### src/rtl/fxalu_pkg.sv
`timescale 1ns/1ps
package fxalu_pkg;

  typedef enum logic [2:0] {
    OP_ADD  = 3'd0,
    OP_SUB  = 3'd1,
    OP_CMP  = 3'd2,
    OP_AND  = 3'd3,
    OP_OR   = 3'd4,
    OP_XOR  = 3'd5,
    OP_PASS = 3'd6,
    OP_NOP  = 3'd7
  } alu_op_e;

  typedef enum logic [3:0] {
    CC_EQ  = 4'd0,
    CC_NE  = 4'd1,
    CC_LT  = 4'd2,
    CC_GE  = 4'd3,
    CC_LE  = 4'd4,
    CC_GT  = 4'd5,
    CC_VS  = 4'd6,
    CC_VC  = 4'd7,
    CC_CS  = 4'd8,
    CC_CC  = 4'd9,
    CC_TRU = 4'd10
  } cond_e;

  // status word bit positions
  localparam int unsigned ST_Z = 0;
  localparam int unsigned ST_N = 1;
  localparam int unsigned ST_V = 2;
  localparam int unsigned ST_C = 3;
  localparam int unsigned ST_I = 4;
  localparam int unsigned ST_W = 5;

  // sticky word bit positions
  localparam int unsigned SK_V = 0;
  localparam int unsigned SK_C = 1;
  localparam int unsigned SK_W = 2;

endpackage

### src/rtl/fxalu_datapath.sv
`timescale 1ns/1ps
module fxalu_datapath
  import fxalu_pkg::*;
#(
  parameter int unsigned DW = 32
) (
  input  logic [2:0]      op,
  input  logic [DW-1:0]   a,
  input  logic [DW-1:0]   b,
  input  logic            sat,
  output logic [DW-1:0]   res,
  output logic            res_wr,
  output logic [ST_W-1:0] flags,
  output logic            ovf_evt
);

  localparam logic [DW-1:0] MAXPOS = {1'b0, {(DW-1){1'b1}}};
  localparam logic [DW-1:0] MAXNEG = {1'b1, {(DW-1){1'b0}}};

  // returns {overflow, carry, raw[DW-1:0]}
  function automatic logic [DW+1:0] addsub(input logic [DW-1:0] x,
                                           input logic [DW-1:0] y,
                                           input logic          sub);
    logic [DW-1:0] ye;
    logic [DW:0]   s;
    logic          v;
    ye = sub ? ~y : y;
    s  = {1'b0, x} + {1'b0, ye} + {{DW{1'b0}}, sub};
    v  = (x[DW-1] == ye[DW-1]) && (s[DW-1] != x[DW-1]);
    return {v, s[DW], s[DW-1:0]};
  endfunction

  function automatic logic [DW-1:0] clamp(input logic [DW-1:0] raw,
                                          input logic          v,
                                          input logic          en,
                                          input logic          sgn);
    if (en && v) return sgn ? MAXNEG : MAXPOS;
    return raw;
  endfunction

  logic [DW+1:0] as_out;
  logic          is_sub;
  logic [DW-1:0] raw;
  logic          v_bit;
  logic          c_bit;

  assign is_sub = (op == OP_SUB) || (op == OP_CMP);
  assign as_out = addsub(a, b, is_sub);
  assign raw    = as_out[DW-1:0];
  assign c_bit  = as_out[DW];
  assign v_bit  = as_out[DW+1];

  always_comb begin
    res    = '0;
    res_wr = 1'b0;
    flags  = '0;
    unique case (op)
      OP_ADD, OP_SUB, OP_CMP: begin
        res       = clamp(raw, v_bit, sat, a[DW-1]);
        res_wr    = (op != OP_CMP);
        flags[ST_Z] = (raw == '0);
        flags[ST_N] = raw[DW-1];
        flags[ST_V] = v_bit;
        flags[ST_C] = c_bit;
      end
      OP_AND, OP_OR, OP_XOR, OP_PASS: begin
        case (op)
          OP_AND:  res = a & b;
          OP_OR:   res = a | b;
          OP_XOR:  res = a ^ b;
          default: res = a;
        endcase
        res_wr      = 1'b1;
        flags[ST_Z] = (res == '0);
        flags[ST_N] = res[DW-1];
      end
      default: begin
        res    = '0;
        res_wr = 1'b0;
      end
    endcase
  end

  assign ovf_evt = flags[ST_V];

endmodule

### src/rtl/fxalu_statreg.sv
`timescale 1ns/1ps
module fxalu_statreg
  import fxalu_pkg::*;
#(
  parameter int unsigned DW = 32
) (
  input  logic            clk,
  input  logic            rst_n,
  input  logic            upd,
  input  logic            res_wr,
  input  logic [DW-1:0]   new_res,
  input  logic [ST_W-1:0] new_flags,
  input  logic            clr,
  output logic [DW-1:0]   res_q,
  output logic [ST_W-1:0] st_q,
  output logic [SK_W-1:0] sk_q
);

  logic [SK_W-1:0] sk_evt;
  logic [SK_W-1:0] sk_base;

  assign sk_evt[SK_V] = upd && new_flags[ST_V];
  assign sk_evt[SK_C] = upd && new_flags[ST_C];
  assign sk_base      = clr ? '0 : sk_q;

  always_ff @(posedge clk or negedge rst_n) begin
    if (!rst_n) begin
      res_q <= '0;
      st_q  <= '0;
      sk_q  <= '0;
    end else begin
      if (upd && res_wr) res_q <= new_res;
      if (upd)           st_q  <= new_flags;
      sk_q <= sk_base | sk_evt;
    end
  end

endmodule

### src/rtl/fxalu_condeval.sv
`timescale 1ns/1ps
module fxalu_condeval
  import fxalu_pkg::*;
(
  input  logic [3:0]      sel,
  input  logic [ST_W-1:0] st,
  output logic            hit
);

  logic lt;
  assign lt = st[ST_N] ^ st[ST_V];

  always_comb begin
    case (sel)
      CC_EQ:   hit = st[ST_Z];
      CC_NE:   hit = !st[ST_Z];
      CC_LT:   hit = lt;
      CC_GE:   hit = !lt;
      CC_LE:   hit = st[ST_Z] || lt;
      CC_GT:   hit = !st[ST_Z] && !lt;
      CC_VS:   hit = st[ST_V];
      CC_VC:   hit = !st[ST_V];
      CC_CS:   hit = st[ST_C];
      CC_CC:   hit = !st[ST_C];
      CC_TRU:  hit = 1'b1;
      default: hit = 1'b0;
    endcase
  end

endmodule

### src/rtl/fxalu_core.sv
`timescale 1ns/1ps
module fxalu_core
  import fxalu_pkg::*;
#(
  parameter int unsigned DW = 32
) (
  input  logic            clk,
  input  logic            rst_n,
  input  logic            op_valid,
  input  logic [2:0]      op_code,
  input  logic [DW-1:0]   opnd_a,
  input  logic [DW-1:0]   opnd_b,
  input  logic            sat_en,
  input  logic            sticky_clr,
  input  logic [3:0]      cond_sel,
  output logic [DW-1:0]   result,
  output logic [ST_W-1:0] status,
  output logic [SK_W-1:0] sticky,
  output logic            cond_true
);

  logic [DW-1:0]   dp_res;
  logic            dp_wr;
  logic [ST_W-1:0] dp_flags;
  logic            ovf_evt;
  logic            op_fire;

  assign op_fire = op_valid && (op_code != OP_NOP);

  fxalu_datapath #(.DW(DW)) u_dp (
    .op      (op_code),
    .a       (opnd_a),
    .b       (opnd_b),
    .sat     (sat_en),
    .res     (dp_res),
    .res_wr  (dp_wr),
    .flags   (dp_flags),
    .ovf_evt (ovf_evt)
  );

  fxalu_statreg #(.DW(DW)) u_sr (
    .clk       (clk),
    .rst_n     (rst_n),
    .upd       (op_fire),
    .res_wr    (dp_wr),
    .new_res   (dp_res),
    .new_flags (dp_flags),
    .clr       (sticky_clr),
    .res_q     (result),
    .st_q      (status),
    .sk_q      (sticky)
  );

  fxalu_condeval u_ce (
    .sel (cond_sel),
    .st  (status),
    .hit (cond_true)
  );

endmodule

### config.mk
export PLATFORM = sky130hd
export DESIGN_NAME = fxalu_core
export DESIGN_NICKNAME = d
export VERILOG_FILES = /design/src/rtl/fxalu_pkg.sv /design/src/rtl/fxalu_datapath.sv /design/src/rtl/fxalu_statreg.sv /design/src/rtl/fxalu_condeval.sv /design/src/rtl/fxalu_core.sv
export SDC_FILE = /design/constraint.sdc
export NUM_CORES = 1
export LEC_CHECK = 0
export BUFFER_PORTS_ARGS = -buffer_cell sky130_fd_sc_hd__buf_4
export CAP_MARGIN = 20
export CORE_ASPECT_RATIO = 1.2
export CORE_MARGIN = 4
export CORE_UTILIZATION = 35
export DETAILED_ROUTE_END_ITERATION = 8
export PLACE_DENSITY = 0.65
export SETUP_SLACK_MARGIN = 0.2
export SLEW_MARGIN = 20
export SYNTH_ARGS = -nofsm -noshare
export SYNTH_HDL_FRONTEND = slang
export SYNTH_HIERARCHICAL = 1
export SYNTH_SLANG_ARGS = --single-unit
### constraint.sdc
create_clock -name clk -period 1.7 [get_ports clk]
set_clock_uncertainty 0.05 [all_clocks]
set_input_delay 0.255 -clock clk [delete_from_list [all_inputs] [get_ports clk]]
set_output_delay 0.255 -clock clk [all_outputs]
set_load 0.01 [all_outputs]
# ---- Yosys cells after proc, flatten, opt, wreduce, memory -nomap -nowiden
# Index checks and enable logic that the tools add are counted.
dict set report classes {
  addsub 2
  eq_ne 20
  muxes 14
  bitwise_logic 6
  n_reduce_logical 19
}
# cell n
set ops {}
lappend ops {{32-bit 2-to-1 mux} 5}
lappend ops {{32-bit case mux with 3 select lines} 1}
lappend ops {{32-bit zero test} 2}
lappend ops {{32-bit case mux with 2 select lines} 1}
lappend ops {{32-bit by 32-bit adder with 33-bit output} 1}
lappend ops {{33-bit by 1-bit adder with 33-bit output} 1}
lappend ops {{32-bit bitwise AND} 1}
lappend ops {{32-bit inverter} 1}
lappend ops {{32-bit OR} 1}
lappend ops {{32-bit XOR} 1}
lappend ops {{4-bit by 3-bit == test with 1-bit output, second input constant} 4}
lappend ops {{4-bit == test, second input constant} 3}
lappend ops {{1-bit case mux with 11 select lines} 1}
lappend ops {{3-bit == test, second input constant} 3}
lappend ops {{4-bit by 2-bit == test with 1-bit output, second input constant} 2}
lappend ops {{1-bit logical AND} 7}
lappend ops {{3-bit by 2-bit == test with 1-bit output, second input constant} 2}
lappend ops {{4-bit by 1-bit == test with 1-bit output, second input constant} 1}
lappend ops {{1-bit zero test} 4}
lappend ops {{4-bit zero test} 1}
lappend ops {{2-bit 2-to-1 mux} 2}
lappend ops {{2-bit case mux with 2 select lines} 1}
lappend ops {{4-bit OR reduction} 1}
lappend ops {{3-bit by 1-bit == test with 1-bit output, second input constant} 1}
lappend ops {{11 further kinds} 13}
dict set report word_totals {
  regBits 38
  input_bits 76
  output_inout_bits 40
  wordCells 64
}

# ---- Depth between registers and ports, before layout
dict set report logic_depth {
  depth_word 12
  mapped_depth 19
  depth_no_buf 16
}

# ---- Cells and area by module
# Netlist, hierarchy kept.
# mod instances cells_per_inst area_each_um2 seq_area_each_um2
set by_module_without_submodules {}
lappend by_module_without_submodules {fxalu_datapath 1 733 4907.2 0.0}
lappend by_module_without_submodules {fxalu_statreg 1 89 1616.6 975.9}
lappend by_module_without_submodules {fxalu_condeval 1 18 126.4 0.0}
lappend by_module_without_submodules {fxalu_core 1 2 10.0 0.0}

# ---- Worst setup path after synthesis
# OpenSTA, ideal clock, no wires.
dict set report synth_timing {
  path_kind {input port to flip-flop}
  start {in op_code[1]}
  end {reg u_sr.res_q[31]}
  setup_time_ns 0.125
  arrival_ns 4.148
  t_required_ns 1.525
  setup_slack_ns -2.623
  stages 17
  path_buffers 3
  cell_sequence {buf_4 xnor2_1 nor2_1 buf_1 xnor2_1 ha_1 a21o_1 a31o_1 nor4_1 a21oi_4 a221oi_1 a21oi_1 nor3b_2 buf_4 mux2i_1 o21ai_1 mux2_2}
}
dict set report synth_via {
  elab_chain_len 12
  elab_cells_between_ends 28
  classes_between {2 x add/sub; 10 x eq/ne; 8 x mux; 8 x reduce/logical}
}
# element line
set synth_rtl {}
lappend synth_rtl {{start: declaration} fxalu_core.sv:10} ;# input logic [2:0] op_code,
lappend synth_rtl {{3-bit by 1-bit == test with 1-bit output or 3-bit by 2-bit == test with 1-bit output (tied branches)} {fxalu_datapath.sv:47, fxalu_datapath.sv:57}}
lappend synth_rtl {{1-bit logical OR} fxalu_datapath.sv:47} ;# assign is_sub = (op == OP_SUB) || (op == OP_CMP);
lappend synth_rtl {{32-bit 2-to-1 mux} fxalu_datapath.sv:27} ;# ye = sub ? ~y : y;
lappend synth_rtl {{32-bit by 32-bit adder with 33-bit output} fxalu_datapath.sv:28} ;# s = {1'b0, x} + {1'b0, ye} + {{DW{1'b0}}, sub};
lappend synth_rtl {{33-bit by 1-bit adder with 33-bit output} fxalu_datapath.sv:28}
lappend synth_rtl {{1-bit inequality test} fxalu_datapath.sv:29} ;# v = (x[DW-1] == ye[DW-1]) && (s[DW-1] != x[DW-1]);
lappend synth_rtl {{1-bit logical AND} fxalu_datapath.sv:29}
lappend synth_rtl {{1-bit logical AND} fxalu_datapath.sv:37} ;# if (en && v) return sgn ? MAXNEG : MAXPOS;
lappend synth_rtl {{1-bit 2-to-1 mux} fxalu_datapath.sv:37}
lappend synth_rtl {{1-bit 2-to-1 mux} fxalu_datapath.sv:57} ;# unique case (op)
lappend synth_rtl {{32-bit 2-to-1 mux} fxalu_datapath.sv:38} ;# return raw;
lappend synth_rtl {{32-bit case mux with 2 select lines (*)} fxalu_datapath.sv:57}
lappend synth_rtl {{net dp_res[31]} fxalu_core.sv:22} ;# logic [DW-1:0] dp_res;
lappend synth_rtl {{end signal: assignment} fxalu_statreg.sv:32} ;# if (upd && res_wr) res_q <= new_res;
lappend synth_rtl {{end: declaration} fxalu_statreg.sv:14} ;# output logic [DW-1:0] res_q,
# Mark *: on every way through the listed nets, which the timed path passes. The rest lies on a longest branch. The select of a mux whose other input is x is not followed.
# A chain may end at the register's enable or synchronous reset.

# ---- Worst setup path in the final report
dict set report layout_timing {
  start {in op_code[1]}
  end {reg u_sr.res_q[2]}
}
# The elaborated chain is that of the path after synthesis.

==> metrics.txt <==
post-route insts no fill=1461; Worst Setup End Kind=flop; achievable frequency=262 MHz; # diodes=0; die area=roughly 0.021 mm^2; # setup viols final=39; reg-to-reg slack, setup=0.72 ns; CP delay by family, top=compound AO/OA/AOI/OAI gates; number of global-route vias before repair=7662; CTS root buffer=clkbuf_16; Max VDD drop=571 uV; Max stage delay on crit path=0.47 ns; failing checks=negative setup slack; H-Tree Depth=2; routed vias=7691; Fin Setup TNS=-76.07 ns; CTS Buf Count=5; Clock power frac=a little over a tenth; most frequent cells in the layout=369 x buf_4, 99 x ha_1, 90 x nor2_1; CP Launch Type=input port; hold worst-path end=u_sr/sk_q[0]; final wirelength=24900 um; combinational share of power=between 70 and 80%; share of cells above drive strength 1=45.1%; Pwr Density=about 770 mW/mm^2; # IOs=~120; Leakage=5.41 nW; syn_nets=1018; status=complete, but fails checks; number of synthesized flops with an enable pin=0; max-slew violations=0; largest net degree at the start of global routing=72; Primary FF master, synth=dfrtp_1; Yosys warning count=6; start point of the worst hold path=sticky_clr; synth-to-layout area growth=63.9%; Synth cell types=75; Min-Delay Path Depth=2; Avg Vias per Cell=5.26; Crit Path Class=input port to flop; Post-Syn Instances=between 800 and 900; RSZ-0062 raised after global routing=yes; drt drc=0; PnR worst setup slack=-2.11 ns; clk_lat worst skew=about 0.28 ns; first-pass GRT wire length=38600 um; initial antenna violation count=0; net switching power=approximately 3.4 mW; HP Class=input port to flop; Die H=~160 um; Post-Syn Area=roughly 0.0067 mm^2; CTS tree=yes; Worst R2R Start=u_sr/st_q[0]; Max Buffers Root-to-Sink=2; Reg2Reg Depth=2; GR Overflow Total=0; ys async rst share=between 90% and 100%; Worst Max-Slew Pin Slew=a little over 0.7 ns; Critical path buffers and inverters=4; Critical Path Slowest Stage Cell=a2111oi_4; final hold violation count=0; Synth Register Bits=39; switch share=40.6%; Internal=4.99 mW; Placed Cells=1424; core area=roughly 0.019 mm^2; CP cell instances=buf_8 > xnor2_4 > nor2_4 > buf_12 > buf_12 > buf_4 > xnor2_1 > ha_1 > a21oi_2 > o21ai_2 > a2111oi_4 > nor2_4 > a221oi_4 > a21oi_2 > nor3b_4 > nor3_1 > a221o_1 > mux2_4; CP max FO=6; WL per Instance=17.0 um; RR Endpoint=u_sr/st_q[0]; crit path time final=3.81 ns; Avg Cell Area, Syn=approximately 7.9 um^2; Util after Layout=58.1%; Clock transition at path regs=0.05 ns; Routed Antenna Nets=0; Rows=55; maximum capacitance violations=0; DRT iter0 DRCs=502; gpl congestion=0.936; Worst slew margin=approximately 53%; Layout Nets=1381; Post-DP HPWL=19000 um; GRT Resource Usage Total=22.0%; period utilisation layout=224%; Die X=about 130 um; Initial Util=35.5%; Seq/Total Area, Yosys=14.7%; clk sink count=39; DR pass1 iterations=5; Sequential Power Share=16.4%; Port Buf Inserts=115; Critical Path RT=1.82 ns; WP data arrival=slightly below 4 ns; commonest non-fill, non-tap cell in the layout=buf_4
[state kept, by name, summed over array words and instances (netlist names)]
name	count
u_sr/res_q	32
u_sr/st_q	5
u_sr/sk_q	2
[cells by family (layout without fill, tap and decap cells)]
kind of cell	count (synthesis)	in the layout	synth area share [%]
compound gates	246	246	25.0
xor+xnor	60	60	7.89
fa+ha+maj	100	100	18.9
buf+inv	132	494	8.68
flops	39	39	14.7
mux	41	41	8.51
other cells	1	1	0.0563
simple gates	223	224	16.3
[worst max-delay path by stage]
stage	startpoint	endpoint	cells past startpoint
6_report	op_code[1]	u_sr/res_q[2]	18
5_1_grt	op_code[1]	u_sr/res_q[2]	18
4_1_cts	op_code[1]	u_sr/st_q[0]	20
3_5_place_dp	op_code[0]	u_sr/st_q[0]	18
3_3_place_gp	op_code[0]	u_sr/st_q[0]	17
2_1_floorplan	op_code[0]	u_sr/st_q[0]	17
[power groups by stage]
stage | Clock (mW) | Sequential, mW | Combinational [mW]
6_report | 0.911 | 1.38 | 6.10
2_1_floorplan | 0 | 1.47 | 2.68
3_3_place_gp | 0 | 1.39 | 5.10
4_1_cts | 0.934 | 1.38 | 5.70
5_1_grt | 0.969 | 1.42 | 6.52
3_5_place_dp | 0 | 1.39 | 5.17
[through the flow]
| step | setup WS, ns | area [um^2] | hold WS (ns) | total power, mW |
|---|---|---|---|---|
| after floorplan | -2.03 | 6900 | -0.0906 | 4.15 |
| after global placement | -2.32 | 9790 | 0.194 | 6.48 |
| after detailed placement | -2.38 | 9790 | 0.195 | 6.56 |
| after CTS | -1.97 | 10600 | 0.0874 | 8.01 |
| after global routing | -2.22 | 10900 | 0.100 | 8.91 |
| final | -2.11 | 10900 | 0.0944 | 8.39 |
[metal layers]
| layer | up-vias | global-route usage, % | part of all wire [%] |
|---|---|---|---|
| met5 | - | 0 | 0 |
| met4 | 0 | 9.17 | 4.8 |
| met3 | 80 | 1.99 | 4.8 |
| met2 | 277 | 37.9 | 48 |
| met1 | 3610 | 27.9 | 43 |
| li1 | 3724 | - | - |
[synth_stat cells (all sizes together) (4+ instances only)]
cell     instances  area share [%]
or2              4            0.38
nand4           13             1.2
a31oi            8            0.75
mux2i            6            0.90
o211ai           4            0.45
a21o            15             1.7
a221oi          22             3.0
and3             4            0.38
nor3b            5            0.71
ha              99              19
xor2            12             1.6
nor2b            7            0.66
o21a            13             1.5
o22ai           23             2.2
o31ai            4            0.53
a211oi           7            0.79
a221o           10             1.5
nor4             6            0.56
o21ai           40             3.0
nor2            98             5.5
mux2            35             7.6
or3              4            0.38
nand3            9            0.68
a2111oi          4            0.64
nand2           37             2.3
nand2b          14             1.3
nor3            11            0.83
a21oi           68             5.3
inv             84             4.7
dfrtp           39              15
buf             21             2.4
xnor2           48             6.3
and2             4            0.38
clkbuf          27             1.5
a211o            4            0.53
[layout make-up]
cell class | instances | area, um^2
fill | 1618 | 7870
multi-input combinational | 672 | 5860
timing repair buffer | 403 | 3300
sequential | 39 | 976
tap | 256 | 320
inverter | 84 | 315
clock buffer | 6 | 139
clock inverter | 1 | 5.00
[timing repair]
item | CTS | global route
pin swaps | 33 | 15
endpoints found under the setup margin | 40 | 39
resized for setup | 87 | 42
buffers inserted | 20 | 3
cloned | 4 | 2
hold buffers | 1 | 0
endpoints found under the hold margin | 39 | 0
Power figures use the tool's default switching activity.
